===== config.mk =====
export PLATFORM = sky130hd
export DESIGN_NAME = disp_run_ctrl
export DESIGN_NICKNAME = d
export VERILOG_FILES = /design/src/rtl/disp_run_ctrl.sv
export SDC_FILE = /design/constraint.sdc
export NUM_CORES = 1
export LEC_CHECK = 0
export ABC_AREA = 1
export BUFFER_PORTS_ARGS = -buffer_cell sky130_fd_sc_hd__buf_2
export CORE_ASPECT_RATIO = 0.75
export CORE_MARGIN = 3
export CORE_UTILIZATION = 50
export CTS_BUF_LIST = sky130_fd_sc_hd__clkbuf_4
export DETAILED_ROUTE_END_ITERATION = 10
export HOLD_SLACK_MARGIN = 0.06
export PLACE_DENSITY_LB_ADDON = 0.25
export SLEW_MARGIN = 20
export SYNTH_ARGS = -nofsm -noshare
export SYNTH_HDL_FRONTEND = slang
export SYNTH_SLANG_ARGS = --single-unit
export TNS_END_PERCENT = 50

===== constraint.sdc =====
create_clock -name clk -period 1.1 [get_ports clk]
set_input_delay 0.11 -clock clk [delete_from_list [all_inputs] [get_ports clk]]
set_output_delay 0.11 -clock clk [all_outputs]
set_load 0.02 [all_outputs]

===== src/rtl/disp_run_ctrl.sv =====
module disp_run_ctrl #(
  parameter int NREG = 4,
  parameter int DW   = 8,
  localparam int AW  = (NREG > 1) ? $clog2(NREG) : 1
) (
  input  logic                 clk,
  input  logic                 rst_n,
  input  logic                 ctl_we,
  input  logic [2:0]           ctl_wdata,
  input  logic                 cfg_we,
  input  logic                 cfg_wdata,
  input  logic                 stg_we,
  input  logic [AW-1:0]        stg_addr,
  input  logic [DW-1:0]        stg_wdata,
  input  logic                 frame_start,
  input  logic                 xfer_done,
  output logic                 cmd_mode,
  output logic                 running,
  output logic                 upd_pending,
  output logic [NREG*DW-1:0]   live_cfg,
  output logic                 live_load,
  output logic                 upd_done,
  output logic                 done
);

  logic stop_pend;

  wire run_set  = ctl_we && ctl_wdata[0] && !running;
  wire stop_req = ctl_we && ctl_wdata[1] && running && !cmd_mode && !stop_pend;
  wire upd_req  = ctl_we && ctl_wdata[2] && !cmd_mode && !upd_pending;
  wire commit_v = !cmd_mode && frame_start && upd_pending;
  wire stop_v   = !cmd_mode && frame_start && stop_pend;
  wire end_c    = cmd_mode && xfer_done && running;
  wire cfg_ok   = cfg_we && !running && !upd_pending;
  wire load     = commit_v || (cmd_mode && run_set);

  always_ff @(posedge clk or negedge rst_n) begin
    if (!rst_n) begin
      cmd_mode    <= 1'b0;
      running     <= 1'b0;
      upd_pending <= 1'b0;
      stop_pend   <= 1'b0;
      live_load   <= 1'b0;
      upd_done    <= 1'b0;
      done        <= 1'b0;
    end else begin
      if (cfg_ok) cmd_mode <= cfg_wdata;
      if (run_set) running <= 1'b1;
      else if (stop_v || end_c) running <= 1'b0;
      if (commit_v) upd_pending <= 1'b0;
      else if (upd_req) upd_pending <= 1'b1;
      if (stop_v) stop_pend <= 1'b0;
      else if (stop_req) stop_pend <= 1'b1;
      live_load <= load;
      upd_done  <= commit_v;
      done      <= stop_v || end_c;
    end
  end

  for (genvar i = 0; i < NREG; i++) begin : g_bank
    logic [DW-1:0] stg_q, live_q;
    always_ff @(posedge clk or negedge rst_n) begin
      if (!rst_n) begin
        stg_q  <= '0;
        live_q <= '0;
      end else begin
        if (stg_we && stg_addr == AW'(i)) stg_q <= stg_wdata;
        if (load) live_q <= stg_q;
      end
    end
    assign live_cfg[i*DW +: DW] = live_q;
  end

  AST_LIVE_HOLD: assert property (@(posedge clk) disable iff (!rst_n)
    !live_load |-> $stable(live_cfg));
  AST_COMMIT_AT_FRAME: assert property (@(posedge clk) disable iff (!rst_n)
    upd_done |-> ($past(frame_start) && live_load));
  AST_REQ_SELF_CLEAR: assert property (@(posedge clk) disable iff (!rst_n)
    upd_done |-> !upd_pending);
  AST_CMD_LOAD_ON_RUN: assert property (@(posedge clk) disable iff (!rst_n)
    (live_load && cmd_mode) |-> $rose(running));
  AST_DONE_STOPPED: assert property (@(posedge clk) disable iff (!rst_n)
    done |-> !running);

endmodule


[Word level (Yosys, flattened, before mapping)]
Index checks and enable logic that the tools add are counted.
Operators by class
  mux-type cells: 6
  reduce and logical (&&, ||, !) cells: 31
  eq/ne operators: 3
Operators with widths (number)
  1-bit logical AND: 21
  1-bit 2-to-1 mux: 6
  2-bit nonzero test: 3
  2-bit equality test, second input constant: 2
  1-bit logical NOT: 4
  2-bit by 1-bit equality test with 1-bit output, second input constant: 1
  2-bit logical NOT: 1
  1-bit logical OR: 2
Word-level totals
  register bits after elaboration: 71
  output and inout bits: 38
  word-level logic and storage cells: 55

[Depth between registers and ports, before layout]
Gate-level depths: netlist (run 1).
  word-level depth: 6
  gate-level depth with buffers: 6
  depth with buffers taken out: 5

[Worst setup path before layout (run 1)]
No wires, ideal clock.
  kind: reg-to-reg
  start: register cmd_mode
  end: register g_bank[0].live_q[0]
  cell stages (with the launch flop): 6
  setup slack: -69 ps
  period minus slack after synthesis: 1169 ps
  buffers on the path: 1
  arrival time: 1052 ps
  path through: dfrtp_1 inv_2 nand3_4 buf_2 nand3_1 nand2_1
On the way
  longest elaborated chain between the ends: 4
  elaborated cells on any way between the ends: 5
Ends and longest elaborated chain
  start, declared: line 17  | output logic cmd_mode,
  start signal, assigned: line 47  | if (cfg_ok) cmd_mode <= cfg_wdata;
  1-bit logical NOT: line 31  | wire commit_v = !cmd_mode && frame_start && upd_pending;
  1-bit logical AND (2 in series): line 31
  1-bit logical OR *: line 35  | wire load = commit_v || (cmd_mode && run_set);
  end signal, assigned: line 68  | if (load) live_q <= stg_q;
  end, declared: line 61  | logic [DW-1:0] stg_q, live_q;
Mark *: on every way between the ends. The rest lies on a longest branch, timed or not.
A chain may end at the register's enable or synchronous reset.

[Worst setup path in the final report (run 1)]
  start: register running
  end: output running
RTL lines
  start, declared: line 18  | output logic running,
  start signal, assigned: line 40  | running <= 1'b0;
  start signal, assigned: line 48  | if (run_set) running <= 1'b1;
  start signal, assigned: line 49  | else if (stop_v || end_c) running <= 1'b0;
No word-level cell between the ends.

==> flow_summary.yaml, run 1 <==
timing:
  finalSetupTns_ns: -0.101
  fin_skew_ns: 0.00767
  finalSetupViolCount: 11
  max_freq_mhz: 866
  timing.final.crit_share_pct: 105
  hold_viol: 0
  relSlewSlack_pct: 70.8
  post-route-worst-setup-slack_ns: -0.0549
  slew_violations: 0
  rsz0062_at_grt: "true"
  min_period_ns: 1.15
  worst_pin_slew_ns: 0.437
synth:
  yosysSeqAreaShare_pct: 64.8
  synth-edff-count: 0
  syn_area_um2: 2740
  syn-instance-count: 280
  synth-seq-cells: 71
  post-synth-top-count-cell: "nand2_1"
  synthDominantCellAreaShare_pct: 64.8
  synth-async-reset-ratio_pct: 100
  yosys.area.top_type: "dfrtp_1"
  syn-num-nets: 301
  ys_top_cells_by_area: "dfrtp_1 65%, nand2_1 14%, nand3_1 6.9%"
  yosys-top-cells-count: "99 x nand2_1, 71 x dfrtp_1, 38 x nand3_1"
  synth_warnings: 0
  synth_cell_types: 18
  synthFlopType: "dfrtp_1"
  avgSynthCellArea_um2: 9.80
outcome:
  run_status: "finished, violations left"
  violations: "setup timing"
floorplan:
  row_count: 22
  initial_utilization_pct: 53.9
  die_area_um2: 6420
  core_um2: 5090
  boundaryPins: 59
  fp.dieW_um: 91.5
  die_h_um: 70.2
finish:
  final_nets: 387
  fin_util_pct: 69.5
  fin_area_um2: 3540
  n_antenna_cell: 0
  drive_gt1_share_pct: 27.0
  fillers: 422
  area_growth_pct: 29.0
drt:
  wirelength_mm: 6.31
  drc_errors: 0
  via_per_inst: 5.03
  drt_iter0_drc: 144
  ant_nets: 0
  first_pass_iters: 4
  vias: 2230
  wl_per_cell_um: 14.2
setup_path:
  path_common_cell: "buf_6"
  worst_setup_path_end_kind: "primary output"
  cpMaxStageDelayCell: "dfrtp_2"
  crit_chain: "buf_6 > buf_6"
  cp_data_required_time_ns: 0.99
  cpPeakStageDelay_ns: 0.42
  crit_fanout: 2
  crit_type: "reg -> out"
  start_kind: "flop"
  cp.arrival_ns: 1.04
  r2r_slack_ns: -0.01
cts:
  path_clk_slew_ns: 0.10
  htree_levels: 3
  clock_latency_ns: 0.39
  numCtsBuffers: 9
  ctsRootBufferMaster: "clkbuf_4"
  cts_tree: "done"
  cts.sinks: 71
  clockBufferDepth: 2
power_and_ir_drop:
  power_uw: 6200
  power.density_nw_per_um2: 1750
  max-vdd-ir-drop_mv: 0.971
  power.leakage_uw: 0.00191
flow_run:
  maxCapViolCount: 0
grt:
  gr-total-overflow: 0
  grt_pass1_wl_mm: 10.5
  grt_max_degree: 72
  grtUsageTotal_pct: 21.2
  antenna_found_initial: 0
  grt_pass1_vias: 2175
place:
  portBuffers: 58
  dp_hpwl_mm: 3.95
  gp_congestion: 0.736
  place_area_um2: 3140
worst_hold_path:
  hold_class: "in -> reg"
## cells in the final DEF (no fill, tap or decap), types with 2 or more instances in the layout
cell	n
dfrtp_1	69
clkbuf_4	14
buf_2	48
nand3_4	2
buf_6	15
a21oi_1	2
dlygate4sd3_1	13
nand3_1	37
inv_1	13
nor2_1	2
clkinv_1	2
dfrtp_2	2
nand2_1	97
buf_4	10
o21ai_0	32
nand2_2	2
## layout make-up
class	instances	area [µm²]	area share [%]
clock inverters	2	7.51	0.212
well taps	72	90.1	2.54
repair buffers	88	649	18.3
flip-flops and latches	71	1780	50.2
inverters	15	58.8	1.66
clock buffers	14	105	2.97
multi-input cells	181	851	24.0
## where the power goes
group | internal, µW | switching (µW)
logic | 624 | 875
registers | 3070 | 269
clock network | 582 | 781
total | 4280 | 1930
## layer usage
metal | share of wire [%] | track usage (%)
met1 | 45 | 30.3
met2 | 47 | 30.5
met3 | 6.6 | 6.67
met4 | 0.81 | 7.02
met5 | 0 | 0
## state kept, by name (all words and copies together) (netlist names)
signal,cells
upd_done,1
running,1
g_bank.stg_q,32
upd_pending,1
done,1
cmd_mode,1
stop_pend,1
g_bank.live_q,32
live_load,1
## final timing paths
path                                          from                  end  depth (start not counted)
min in group asynchronous                    rst_n            stop_pend                          3
worst max-delay path                       running              running                          2
max in group asynchronous                    rst_n              running                          3
worst min-delay path                  stg_wdata[2]   g_bank[0].stg_q[2]                          3
worst min register to register  g_bank[3].stg_q[7]  g_bank[3].live_q[7]                          2
worst max register to register            cmd_mode  g_bank[1].live_q[2]                          5
## critical path: cells and delay by family, from the launching register on
kind | cells | cell delay, ns
buf+inv | 2 | 0.24
flops | 1 | 0.42
## cell families (layout without fill, tap and decap cells)
logic type	after synthesis	after routing	share of synthesized area, %
AO/OA/AOI/OAI	37	37	7.02
buffers and inverters	28	119	5.29
flip-flops	71	71	64.8
AND/OR/NAND/NOR	144	144	22.9
## metrics by stage
| step | hold slack (ns) | cells | worst slack [ns] |
|---|---|---|---|
| final | 0.0930 | 443 | -0.0549 |
| after floorplan | -0.186 | 280 | -0.00273 |
| after global routing | 0.0734 | 443 | -0.118 |
| after detailed placement | 0.160 | 408 | -0.0478 |
| after CTS | 0.0684 | 438 | -0.0828 |
| after global placement | 0.160 | 408 | 0.00817 |
## repair_timing
| action | CTS | global route |
|---|---|---|
| setup buffers | 1 | 5 |
| hold buffers | 13 | 0 |
| endpoints found under the hold margin | 89 | 0 |
| resized for setup | 12 | 21 |
| setup endpoints to repair | 37 | 69 |
| pin swaps | 1 | 3 |
(Power assumes the default switching activity.)
==> run 2, diff against run 1 <==
Settings changed: CELL_PAD_IN_SITES_DETAIL_PLACEMENT set to 0, CELL_PAD_IN_SITES_GLOBAL_PLACEMENT set to 1, CORE_UTILIZATION 50 to 38.
==> flow_summary.yaml, run 2 (synthesis gave the netlist of run 1 again) <==
outcome:
  run_status: "finished, violations left"
  violations: "setup timing"
timing:
  worst_pin_slew_ns: 0.459
  post-route-worst-setup-slack_ns: -0.0581
  hold_viol: 0
  slew_violations: 0
  finalSetupViolCount: 34
  timing.final.crit_share_pct: 105
  min_period_ns: 1.16
  relSlewSlack_pct: 69.4
  rsz0062_at_grt: "true"
  fin_skew_ns: 0.0119
  timing.hold.ws_ns: 0.0769
  finalSetupTns_ns: -1.38
  max_freq_mhz: 863
setup_path:
  crit_chain: "buf_6 > buf_6"
  path_common_cell: "buf_6"
  worst_setup_path_end_kind: "primary output"
  cp.arrival_ns: 1.05
  cpPeakStageDelay_ns: 0.42
  start_kind: "flop"
  rr_endpoint: "g_bank[1].live_q[4]"
  crit_type: "reg -> out"
  cpMaxStageDelayCell: "dfrtp_2"
  r2r_slack_ns: -0.06
  crit_fanout: 2
  cp_data_required_time_ns: 0.99
  rr_worst_depth: 6
  worst_r2r_startpoint: "running"
drt:
  wl_per_cell_um: 13.9
  met3WireLength_um: 430
  drc_errors: 0
  wirelength_mm: 6.53
  wl_met2_mm: 2.92
  highest-signal-layer: "met4"
  drt_iter0_drc: 111
  wl_met1_mm: 3.11
  vias: 2174
  ant_nets: 0
  first_pass_iters: 4
  via_per_inst: 4.64
finish:
  fillers: 683
  final_nets: 390
  fin_area_um2: 3580
  area_growth_pct: 30.6
  final_cell_mix: "99 x nand2_1, 68 x dfrtp_1, 49 x buf_2"
  n_antenna_cell: 0
  regArea_um2: 1780
  reg.largest.list: "g_bank.live_q (32), g_bank.stg_q (32)"
  final_common_cell: "nand2_1"
  drive_gt1_share_pct: 25.6
  multiInputGateArea_um2: 832
flow_run:
  maxCapViolCount: 0
floorplan:
  fp.dieW_um: 104
  initial_utilization_pct: 39.8
  die_h_um: 79.6
  row_count: 26
  core_um2: 6900
  die_area_um2: 8290
  boundaryPins: 59
grt:
  grtUsageTotal_pct: 17.4
  grt_max_degree: 72
  antenna_found_initial: 0
  gr-total-overflow: 0
  grt_pass1_vias: 2112
  grt_pass1_wl_mm: 11.1
cts:
  clock_latency_ns: 0.40
  clockBufferDepth: 2
  path_clk_slew_ns: 0.10
  cts_tree: "done"
  cts.sinks: 71
  htree_levels: 3
  ctsRootBufferMaster: "clkbuf_4"
  numCtsBuffers: 9
power_and_ir_drop:
  max-vdd-ir-drop_mv: 0.916
  power.leakage_uw: 0.00191
  power.density_nw_per_um2: 1690
place:
  dp_hpwl_mm: 4.13
  portBuffers: 58
  place_area_um2: 3250
  gp_congestion: 0.772
worst_hold_path:
  hold_end: "g_bank[2].stg_q[6]"
  min_from: "stg_wdata[6]"
  hold_class: "in -> reg"
  whs_path_depth: 3
==> run 2: changes by cell type in the layout (fill, tap and decap cells not counted), moves of 2 or more <==
cell,change
nand2_1,+2
buf_12,+4
clkbuf_4,-5
dlygate4sd3_1,+3
buf_6,-4
nand2_2,-2
==> run 2: critical path, delay by kind of cell, from the launching register on <==
family / cells / cell delay (ns)
buf+inv: 2 / 0.24
flops: 1 / 0.42
==> run 2: routing by layer <==
metal  up-vias  global-route usage [%]
met5         -                       0
met4         0                    4.38
met3         4                    6.55
met2        68                    25.4
met1      1016                    24.4
li1       1086                       -
==> run 2: how the worst max path moves through the flow <==
stage,start,end,slack (ns),cells after the start
after floorplan,cmd_mode,g_bank[0].live_q[0],-0.003,5
after global placement,cmd_mode,g_bank[3].live_q[5],0.02,6
after detailed placement,cmd_mode,g_bank[0].live_q[3],0.02,5
after CTS,running,running,-0.09,2
after global routing,running,running,-0.13,2
final,running,running,-0.06,2
==> run 2: report_power, final <==
group	switching [µW]	internal, µW	leakage (µW)
Combinational	864	615	0.000968
Clock	838	403	0.0000500
Sequential	260	3070	0.000889
==> run 2: final cells by class <==
| type | count | share of cell area (%) |
|---|---|---|
| flip-flops and latches | 71 | 49.7 |
| multi-input cells | 181 | 23.2 |
| repair buffers | 91 | 19.7 |
| well taps | 98 | 3.42 |
| clock buffers | 9 | 1.88 |
| inverters | 15 | 1.71 |
| clock inverters | 4 | 0.454 |
==> run 2: metrics by stage <==
stage	utilization (%)	power, µW	cells	worst slack (ns)
final	52.0	6050	469	-0.0581
after global routing	52.0	6460	469	-0.134
after CTS	51.5	6100	468	-0.0882
after detailed placement	47.1	4740	438	0.0172
after global placement	47.1	4720	438	0.0239
after floorplan	-	4160	280	-0.00273
==> run 2: timing repair <==
| action | in CTS | in global routing |
|---|---|---|
| endpoints found under the hold margin | 95 | 1 |
| resized for setup | 17 | 7 |
| setup buffers | 2 | 0 |
| endpoints found under the setup margin | 14 | 72 |
| hold buffers | 15 | 1 |
